===== src/rtl/ilv_pkg.sv =====
package ilv_pkg;
  typedef enum logic {
    REF_AVG = 1'b0,
    REF_MAX = 1'b1
  } share_ref_e;
endpackage


===== src/rtl/ilv_period_ctr.sv =====
module ilv_period_ctr #(
  parameter int PERIOD = 64,
  localparam int CNT_W = $clog2(PERIOD)
) (
  input  logic             clk,
  input  logic             rst_n,
  output logic [CNT_W-1:0] cnt,
  output logic             tc,
  output logic             mid,
  output logic             start
);
  localparam int HALF = PERIOD / 2;

  logic [CNT_W-1:0] cnt_n;

  assign tc    = (cnt == CNT_W'(PERIOD - 1));
  assign mid   = (cnt == CNT_W'(HALF - 1));
  assign start = (cnt == '0);

  always_comb begin
    cnt_n = tc ? '0 : cnt + 1'b1;
  end

  always_ff @(posedge clk or negedge rst_n) begin
    if (!rst_n) cnt <= '0;
    else        cnt <= cnt_n;
  end
endmodule


===== src/rtl/ilv_phase_meter.sv =====
module ilv_phase_meter #(
  parameter int CUR_W = 12,
  parameter int CNT_W = 6
) (
  input  logic             clk,
  input  logic             rst_n,
  input  logic             in_win,
  input  logic             win_end,
  input  logic             sense_valid,
  input  logic [CUR_W-1:0] sense_cur,
  output logic [CUR_W-1:0] rd
);
  localparam int SUM_W = CUR_W + CNT_W;
  localparam int N_W   = CNT_W + 1;

  logic [SUM_W-1:0] sum_q, sum_n, sum_acc;
  logic [N_W-1:0]   n_q, n_n, n_acc;
  logic [CUR_W-1:0] rd_n;
  logic             take;

  always_comb begin
    take    = in_win & sense_valid;
    sum_acc = sum_q + (take ? SUM_W'(sense_cur) : '0);
    n_acc   = n_q + N_W'(take);
    sum_n   = sum_acc;
    n_n     = n_acc;
    rd_n    = rd;
    if (win_end) begin
      sum_n = '0;
      n_n   = '0;
      if (n_acc != '0) rd_n = CUR_W'(sum_acc / SUM_W'(n_acc));
    end
  end

  always_ff @(posedge clk or negedge rst_n) begin
    if (!rst_n) begin
      sum_q <= '0;
      n_q   <= '0;
      rd    <= '0;
    end else begin
      sum_q <= sum_n;
      n_q   <= n_n;
      rd    <= rd_n;
    end
  end
endmodule


===== src/rtl/ilv_share_integ.sv =====
module ilv_share_integ #(
  parameter int CUR_W   = 12,
  parameter int INT_W   = 10,
  parameter int INT_LIM = 20,
  parameter int SH_W    = 3
) (
  input  logic                    clk,
  input  logic                    rst_n,
  input  logic                    upd,
  input  logic                    ph2_en,
  input  logic                    ref_max,
  input  logic [CUR_W-1:0]        cur_a,
  input  logic [CUR_W-1:0]        cur_b,
  input  logic [SH_W-1:0]         gain_shift,
  output logic signed [INT_W-1:0] corr_a,
  output logic signed [INT_W-1:0] corr_b
);
  localparam int EW   = CUR_W + 1;
  localparam int SUMW = INT_W + CUR_W + 2;

  logic [CUR_W:0]   pair_sum;
  logic [CUR_W-1:0] ref_c;

  always_comb begin
    pair_sum = {1'b0, cur_a} + {1'b0, cur_b};
    if (ref_max) ref_c = (cur_a > cur_b) ? cur_a : cur_b;
    else         ref_c = pair_sum[CUR_W:1];
  end

  for (genvar k = 0; k < 2; k++) begin : g_int
    logic [CUR_W-1:0]        own;
    logic signed [EW-1:0]    err, step;
    logic signed [SUMW-1:0]  acc;
    logic signed [INT_W-1:0] sat, integ_q, integ_n;

    assign own = (k == 0) ? cur_a : cur_b;

    always_comb begin
      err  = $signed({1'b0, ref_c}) - $signed({1'b0, own});
      step = err >>> gain_shift;
      acc  = SUMW'(integ_q) + SUMW'(step);
      if (acc > SUMW'(INT_LIM))       sat = INT_W'(INT_LIM);
      else if (acc < SUMW'(-INT_LIM)) sat = INT_W'(-INT_LIM);
      else                            sat = INT_W'(acc);
      if (!ph2_en)  integ_n = '0;
      else if (upd) integ_n = sat;
      else          integ_n = integ_q;
    end

    always_ff @(posedge clk or negedge rst_n) begin
      if (!rst_n) integ_q <= '0;
      else        integ_q <= integ_n;
    end
  end

  assign corr_a = g_int[0].integ_q;
  assign corr_b = g_int[1].integ_q;
endmodule


===== src/rtl/ilv_share_pwm.sv =====
module ilv_share_pwm
  import ilv_pkg::*;
#(
  parameter int PERIOD  = 64,
  parameter int CUR_W   = 12,
  parameter int INT_W   = 10,
  parameter int INT_LIM = 20,
  parameter int SH_W    = 3,
  localparam int CNT_W  = $clog2(PERIOD)
) (
  input  logic             clk,
  input  logic             rst_n,
  input  logic [CNT_W-1:0] duty_cmd,
  input  logic [CNT_W-1:0] dead_margin,
  input  logic             ph2_en,
  input  logic             ref_sel,
  input  logic [SH_W-1:0]  gain_shift,
  input  logic             sense_valid,
  input  logic [CUR_W-1:0] sense_cur,
  output logic             gate1,
  output logic             gate2,
  output logic [CUR_W-1:0] cur1,
  output logic [CUR_W-1:0] cur2
);
  localparam int HALF = PERIOD / 2;
  localparam int SW   = INT_W + CNT_W + 2;

  logic [CNT_W-1:0]        cnt;
  logic                    tc, mid, start;
  logic signed [INT_W-1:0] corr_a, corr_b;
  logic signed [SW-1:0]    lim_raw, lim_c;
  logic [CNT_W-1:0]        duty_a_q, duty_b_q;
  share_ref_e              ref_mode;

  assign ref_mode = share_ref_e'(ref_sel);

  ilv_period_ctr #(.PERIOD(PERIOD)) u_ctr (
    .clk(clk), .rst_n(rst_n), .cnt(cnt), .tc(tc), .mid(mid), .start(start)
  );

  ilv_share_integ #(
    .CUR_W(CUR_W), .INT_W(INT_W), .INT_LIM(INT_LIM), .SH_W(SH_W)
  ) u_integ (
    .clk(clk), .rst_n(rst_n), .upd(start), .ph2_en(ph2_en),
    .ref_max(ref_mode == REF_MAX), .cur_a(cur1), .cur_b(cur2),
    .gain_shift(gain_shift), .corr_a(corr_a), .corr_b(corr_b)
  );

  always_comb begin
    lim_raw = SW'(HALF - 1) - $signed(SW'(dead_margin));
    lim_c   = (lim_raw < 0) ? '0 : lim_raw;
  end

  for (genvar k = 0; k < 2; k++) begin : g_ph
    logic signed [INT_W-1:0] corr_k;
    logic signed [SW-1:0]    raw;
    logic [CNT_W-1:0]        duty_c, duty_n, duty_q;
    logic                    win, slot_end;
    logic [CUR_W-1:0]        rd;

    assign corr_k   = (k == 0) ? corr_a : corr_b;
    assign slot_end = (k == 0) ? mid : tc;

    always_comb begin
      raw = $signed(SW'(duty_cmd)) + SW'(corr_k);
      if (raw < 0)          duty_c = '0;
      else if (raw > lim_c) duty_c = CNT_W'(lim_c);
      else                  duty_c = CNT_W'(raw);
      duty_n = tc ? duty_c : duty_q;
    end

    always_ff @(posedge clk or negedge rst_n) begin
      if (!rst_n) duty_q <= '0;
      else        duty_q <= duty_n;
    end

    if (k == 0) begin : g_win_lead
      assign win = (cnt < duty_q);
    end else begin : g_win_lag
      assign win = ph2_en && (cnt >= CNT_W'(HALF)) &&
                   ((cnt - CNT_W'(HALF)) < duty_q);
    end

    ilv_phase_meter #(.CUR_W(CUR_W), .CNT_W(CNT_W)) u_meter (
      .clk(clk), .rst_n(rst_n), .in_win(win), .win_end(slot_end),
      .sense_valid(sense_valid), .sense_cur(sense_cur), .rd(rd)
    );
  end

  assign duty_a_q = g_ph[0].duty_q;
  assign duty_b_q = g_ph[1].duty_q;
  assign gate1    = g_ph[0].win;
  assign gate2    = g_ph[1].win;
  assign cur1     = g_ph[0].rd;
  assign cur2     = g_ph[1].rd;
endmodule


===== config.mk =====
export PLATFORM = sky130hd
export DESIGN_NAME = ilv_share_pwm
export DESIGN_NICKNAME = d
export VERILOG_FILES = /design/src/rtl/ilv_pkg.sv /design/src/rtl/ilv_period_ctr.sv /design/src/rtl/ilv_phase_meter.sv /design/src/rtl/ilv_share_integ.sv /design/src/rtl/ilv_share_pwm.sv
export SDC_FILE = /design/constraint.sdc
export NUM_CORES = 1
export LEC_CHECK = 0
export BUFFER_PORTS_ARGS = -buffer_cell sky130_fd_sc_hd__buf_4
export CORE_MARGIN = 2
export CORE_UTILIZATION = 35
export DETAILED_ROUTE_END_ITERATION = 10
export PLACE_DENSITY_LB_ADDON = 0.1
export SLEW_MARGIN = 20
export SYNTH_ARGS = -nofsm -noshare
export SYNTH_HDL_FRONTEND = slang
export SYNTH_SLANG_ARGS = --single-unit

===== constraint.sdc =====
create_clock -name clk -period 70.1 [get_ports clk]
set_input_delay 10.515 -clock clk [delete_from_list [all_inputs] [get_ports clk]]
set_output_delay 10.515 -clock clk [all_outputs]
set_load 0.01 [all_outputs]

==> impl_results.md, run 1 <==
- Congestion Overflow GR: 0
- Post-Syn Area: 23900 um2
- Post-CTS Resized: 0
- Tcrit/Tclk final: 0.787
- Final GP Congestion: 0.872
- Crit path time final: 55.19 ns
- Share of cells above drive strength 1: 0.0840
- Slew headroom: 0.268
- Drt initial violations: 1295
- Chip Height: 266 um
- Async SR Flop Fraction: 1.00
- Mean post-synth cell area: 7.49 um2
- Max Root-Sink Buffers: 2
- Setup crit start kind: input pin
- Total die area: 70500 um2
- Count leader, synth: ha_1
- Core Rows: 95
- Clock sinks: 112
- Number of synthesized flops with an enable pin: 0
- Largest net degree at the start of global routing: 43
- GR Util met1: 0.289
- Peak Freq: 18.1 MHz
- Netlist cell types: 114
- Setup CP Type: in -> reg
- FF+latch count, synth: 112
- Synth area leaders: ha_1 18%, dfrtp_1 12%, nor2_1 5.3%
- Sequential share of the synthesized area: 0.117
- Share of the synthesized area in the top cell type: 0.182
- Met2 usage: 0.356
- Core box area: 67400 um2
- Drt via density: 5.78
- Initial Util: 0.355
- Post-CTS Setup Bufs: 0
- RSZ-0062 raised after global routing: false
- Die W: 266 um
- Critical Path Sink Type: flop
- Setup Skew: 0.0162 ns
- # setup viols final: 0
- Vias: 23700
- Main synth FF type: dfrtp_1
- Required time of the critical path: 70.36 ns
- Worst Hold Endpoint: duty_a_q[0]
- YS warnings: 0
- First-pass GRT wire length: 122 mm
- H-tree levels: 3
- Drt drc: 0
- TritonRoute pass-1 iters: 5
- TritonCTS Buffers: 9
- Initial antenna violation count: 4
- Final setup TNS: 0 ns
- Fin. max-slew vios: 0
- Slew @ Worst Pin: 1.08 ns
- Status: finished, final reports clean
- Vias in the first global route: 23000
- Worst-case reg-to-reg path depth: 199
- CTS tree: done
- Skew-Pair Late Insertion Delay: 0.40 ns
- WHS: 0.494 ns
- Hold Path Origin: duty_a_q[0]
- Crit path from: ph2_en
- R2r endpoint: g_ph[1].u_meter.rd[0]
- Most common cell on crit path: o21a_1
- IO Port Bufs: 57
- Crit-path max FO: 22
- Yosys top cell by area: ha_1
- Root Driver: clkbuf_16
- Worst path max stage delay: 0.78 ns
- Fin nets: 3602
- Final ANT Viol Nets: 0
- Post-Syn Instances: 3197
- Slowest CP cell: a211oi_1
- Commonest cells in the netlist: 348 x ha_1, 335 x nor2_1, 248 x nand2_1
- Gr busiest metal: met2
- Syn Nets: 3586
- CTS clk-pin slew, worst paths: 0.08 ns
- WL final: 75.9 mm
- Fillers: 7043
- Area growth syn-to-layout: 7.44%
- Met3 Usage GRT: 0.0273
- Worst min path class: reg -> reg
- Worst hold path depth: 2
- Hold Fails Final Rpt: 0
- Worst R2R Setup Slack: 23.71 ns
- Num ports: 58
- Routed len/inst: 18.5 um
- Maxcap violations: 0
- CP arrival: 55.45 ns
- DP HPWL: 62.6 mm
- Hold_buf cts: 0
- Gr usage total: 0.212
- R2r startpoint: u_ctr.cnt[1]
==> worst max-delay path by stage <==
stage,depth (start not counted),slack [ns],endpoint
floorplan,194,20.90,g_ph[1].u_meter.rd[0]
CTS,192,14.48,g_ph[1].u_meter.rd[0]
detailed placement,192,14.25,g_ph[1].u_meter.rd[0]
finish,193,14.91,g_ph[1].u_meter.rd[0]
global placement,189,14.67,g_ph[1].u_meter.rd[0]
global route,194,10.55,g_ph[1].u_meter.rd[0]
==> cells in the final DEF (no fill, tap or decap), drive strengths merged, types with 53 or more instances in the layout <==
cell,Yosys,final
nor2,338,338
nor3,137,137
buf,22,84
xnor2,103,103
a21oi,210,210
mux2,60,60
nand2b,63,63
mux2i,71,71
ha,348,348
xor2,82,82
dfrtp,112,112
inv,184,186
nand2,248,248
o31ai,53,53
nand3,86,86
nor2b,58,58
o21a,116,116
a21o,92,92
o21ai,200,200
==> state kept, by name, summed over array words and instances (netlist names) <==
signal              cells
g_ph.u_meter.sum_q     36
g_ph.u_meter.rd        24
g_ph.u_meter.n_q       14
u_integ.corr_a         10
u_integ.corr_b         10
duty_a_q                6
duty_b_q                6
u_ctr.cnt               6
==> routing by layer <==
metal / share of wire / up-vias
li1: - / 11800
met1: 0.49 / 11300
met2: 0.45 / 462
met3: 0.043 / 72
met4: 0.018 / 2
met5: 0.00011 / -
==> stage by stage <==
| step | utilization | setup slack, ns | instances | area (um2) |
|---|---|---|---|---|
| 5_1_grt | 0.382 | 10.55 | 4090 | 25700 |
| 4_1_cts | 0.381 | 14.48 | 4089 | 25700 |
| 3_5_place_dp | 0.377 | 14.25 | 4075 | 25400 |
| 3_3_place_gp | 0.377 | 14.67 | 4075 | 25400 |
| 6_report | 0.382 | 14.91 | 4092 | 25700 |
| 2_1_floorplan | - | 20.90 | 3197 | 23900 |
==> worst max-delay path: cells and delay by family <==
kind / cells / cell delay, ns
adders and majority gates: 19 / 5.53
and+or+nand+nor: 59 / 14.33
muxes: 6 / 2.05
AOI/OAI and AO/OA: 98 / 21.59
buffers and inverters: 11 / 1.30
==> cell type report <==
| cell class | instances | area (um2) | share of cell area |
|---|---|---|---|
| flip-flops and latches | 112 | 2800 | 0.109 |
| clock inverters | 4 | 77.6 | 0.00302 |
| well taps | 873 | 1090 | 0.0425 |
| inverters | 185 | 694 | 0.0270 |
| multi-input cells | 2821 | 20200 | 0.785 |
| diodes | 3 | 7.51 | 0.000292 |
| clock buffers | 10 | 229 | 0.00890 |
| repair buffers | 84 | 631 | 0.0245 |
==> kinds of logic (layout without fill, tap and decap cells) <==
logic type / after synthesis / in the layout / share of synthesized area
mux: 133 / 133 / 0.0601
fa+ha+maj: 358 / 358 / 0.190
simple gates: 1164 / 1164 / 0.239
other cells: 0 / 3 / 0
xor+xnor: 185 / 185 / 0.0677
flops: 112 / 112 / 0.117
buf+inv: 264 / 283 / 0.0430
compound gates: 981 / 981 / 0.283
Power of run 1 is not shown: default switching activity piles up to over one toggle a cycle in this logic, so the estimate is an artifact.
==> run 2, diff against run 1 <==
--- a/config.mk
+++ b/config.mk
@@ -5,6 +5,7 @@
 export SDC_FILE = /design/constraint.sdc
 export NUM_CORES = 1
 export LEC_CHECK = 0
+export ABC_AREA = 1
 export BUFFER_PORTS_ARGS = -buffer_cell sky130_fd_sc_hd__buf_4
 export CORE_MARGIN = 2
 export CORE_UTILIZATION = 35
==> constraint.sdc (replaced) <==
create_clock -name clk -period 54.5 [get_ports clk]
set_input_delay 8.175 -clock clk [delete_from_list [all_inputs] [get_ports clk]]
set_output_delay 8.175 -clock clk [all_outputs]
set_load 0.01 [all_outputs]
==> run 2 against run 1 <==
Non-clock buffer count fell by 9. Worst hold slack improved by 0.018 ns. Critical path depth grew 29. Highest routed layer is now met4.
==> impl_results.md, run 2 <==
- DP HPWL: 56.3 mm (-10%)
- Hold Path Origin: duty_b_q[5]
- Congestion Overflow GR: 0 (unchanged)
- TritonRoute pass-1 iters: 5 (unchanged)
- Worst R2R Setup Slack: 17.03 ns (-6.68 ns)
- Adder-Cell Fraction of Synth Area: 0.190 (+0.000604)
- Die W: 265 um (-0.28%)
- WHS: 0.512 ns (+0.0180 ns)
- Drt initial violations: 1047 (-19%)
- Commonest cells in the netlist: 820 x nand2_1, 587 x inv_1, 348 x ha_1
- Root Driver: clkbuf_16
- Count leader, synth: nand2_1
- Slew headroom: 0.492 (+0.224)
- Synth area leaders: ha_1 18%, nand2_1 13%, dfrtp_1 12%
- Post-CTS Resized: 0 (unchanged)
- Crit-path max FO: 17 (-23%)
- Status: finished, final reports clean
- Critical Path Sink Type: flop
- Chip Height: 265 um (-0.28%)
- Sequential share of the synthesized area: 0.118 (+0.000664)
- Share of the synthesized area in the top cell type: 0.183 (+0.00103)
- Final GP Congestion: 0.833 (-4.5%)
- Post-Syn Instances: 3715 (+16%)
- RSZ-0062 raised after global routing: false
- Share of cells above drive strength 1: 0.0946 (+0.0106)
- Yosys top cell by area: ha_1
- CTS clk-pin slew, worst paths: 0.09 ns (about the same)
- Compound-Gate Fraction of Synth Area: 0.169 (-0.114)
- Core box area: 67300 um2 (-0.18%)
- Hold Fails Final Rpt: 0 (unchanged)
- Total die area: 70100 um2 (-0.56%)
- Slew @ Worst Pin: 0.761 ns (-0.323 ns)
- Most common cell on crit path: nand2_1
- WL final: 66.8 mm (-12%)
- # diodes: 0 (-3)
- Simple logic cell fraction of the synthesized area: 0.329 (+0.0903)
- Drt drc: 0 (unchanged)
- Setup crit start kind: input pin
- First-pass GRT wire length: 110 mm (-10%)
- R2r startpoint: u_ctr.cnt[5]
- Netlist cell types: 76 (-33%)
- Largest family of logic cells by synthesized area: simple AND/OR/NAND/NOR gates
- Largest net degree at the start of global routing: 70 (+63%)
- # setup viols final: 0 (unchanged)
- Xor/xnor share of the synthesized area: 0.0794 (+0.0117)
- CP arrival: 44.52 ns (-10.93 ns)
- Post-CTS Setup Bufs: 0 (unchanged)
- Mean post-synth cell area: 6.41 um2 (-14%)
- Tcrit/Tclk final: 0.811
- Routed len/inst: 14.4 um (-22%)
- Peak Freq: 22.6 MHz
- Fin nets: 4137 (+15%)
- Main synth FF type: dfrtp_1
- Worst Hold Endpoint: duty_b_q[5]
- Worst min path class: reg -> reg
- Post-Syn Area: 23800 um2 (-0.56%)
- YS warnings: 0 (unchanged)
- TritonCTS Buffers: 9 (unchanged)
- R2r endpoint: g_ph[1].u_meter.rd[0]
- Post-layout util: 0.380 (-0.00191)
- Worst path max stage delay: 0.56 ns (-0.22 ns)
- Drt via density: 4.82 (-17%)
- Leading cell types in the layout, fill and taps excluded: 820 x nand2_1, 587 x inv_1, 348 x ha_1, 306 x nor2_1, 281 x o21ai_0
- FF+latch count, synth: 112 (unchanged)
- Post-synthesis mux area share: 0.00378 (-0.0563)
- Clock sinks: 112 (unchanged)
- Final ANT Viol Nets: 0 (unchanged)
- Num ports: 58 (unchanged)
- Initial Util: 0.354 (-0.00138)
- Async SR Flop Fraction: 1.00 (unchanged)
- Max Root-Sink Buffers: 2 (unchanged)
- IO Port Bufs: 57 (unchanged)
- Vias in the first global route: 21300 (-7.4%)
- Slowest CP cell: a31oi_2
- CTS tree: done
- Area growth syn-to-layout: 7.32%
- Skew-Pair Late Insertion Delay: 0.41 ns (about the same)
- Initial antenna violation count: 0 (-4)
- Top reg by flops: g_ph.u_meter.sum_q
- Fin. max-slew vios: 0 (unchanged)
- Setup CP Type: in -> reg
- Maxcap violations: 0 (unchanged)
- H-tree levels: 3 (unchanged)
- Worst hold path depth: 2 (unchanged)
- Crit path time final: 44.21 ns
- Required time of the critical path: 54.80 ns (-15.56 ns)
- Setup Skew: 0.0105 ns (-0.00565 ns)
- Most common cell after layout, fill and taps aside: nand2_1
- Worst-case reg-to-reg path depth: 225 (+13%)
- Number of synthesized flops with an enable pin: 0 (unchanged)
- Hold_buf cts: 0 (unchanged)
- Vias: 22300 (-5.7%)
- Core Rows: 95 (unchanged)
- Final setup TNS: 0 ns (unchanged)
- Largest registers: g_ph.u_meter.sum_q (36), g_ph.u_meter.rd (24), g_ph.u_meter.n_q (14)
- Gr usage total: 0.191 (-0.0207)
- Max reg flops: 36 (unchanged)
- Syn Nets: 4104 (+14%)
run 2: changes by cell type after synthesis, moves of 58 or more:
cell	before	now
mux2i_1	69	9
nor2b_1	58	0
xor2_1	82	143
nand2b_1	63	0
a21o_1	92	30
o21a_1	116	14
inv_1	183	587
o21ai_0	180	281
nand3_1	84	201
nor3_1	133	35
nand2_1	248	820
run 2: area by class of cell:
cell class,instances,area (um2)
Clock inverter,5,47.5
Fill cell,7366,41700
Multi-Input combinational cell,2920,18400
Sequential cell,112,2800
Clock buffer,11,253
Inverter,630,2370
Tap cell,873,1090
Timing Repair Buffer,75,567
run 2: cells by family after synthesis:
family	Yosys count
AO/OA/AOI/OAI	688
AND/OR/NAND/NOR	1655
multiplexers	9
adder cells (fa/ha/maj)	357
flip-flops	112
buffers and inverters	683
XOR/XNOR	211
run 2: metrics by stage:
stage | setup slack (ns) | instances | instance area, um2
detailed placement | 9.24 | 4610 | 25200
finish | 10.29 | 4626 | 25600
floorplan | 15.17 | 3715 | 23800
global placement | 9.20 | 4610 | 25200
global route | 5.37 | 4626 | 25600
CTS | 9.56 | 4626 | 25500
run 2: worst max-delay path by stage:
stage	depth (start not counted)	from	end	slack, ns
6_report	222	ph2_en	g_ph[1].u_meter.rd[0]	10.29
5_1_grt	223	ph2_en	g_ph[1].u_meter.rd[0]	5.37
4_1_cts	222	ph2_en	g_ph[1].u_meter.rd[0]	9.56
3_5_place_dp	222	ph2_en	g_ph[1].u_meter.rd[0]	9.24
3_3_place_gp	223	ph2_en	g_ph[1].u_meter.rd[0]	9.20
2_1_floorplan	233	ph2_en	g_ph[1].u_meter.rd[0]	15.17
run 2: layer usage:
metal / wire length (um) / track usage
met1: 34700 / 0.269
met2: 29900 / 0.319
met3: 1160 / 0.0187
met4: 933 / 0.0342
met5: 0 / 0
run 2: worst max-delay path: cells and delay by family:
kind                     cells  cell delay [ns]
AO/OA/AOI/OAI               80            14.81
adder cells (fa/ha/maj)     19             5.92
buffers and inverters       28             3.58
AND/OR/NAND/NOR             95            11.97
Power of run 2 is left out for the same reason.
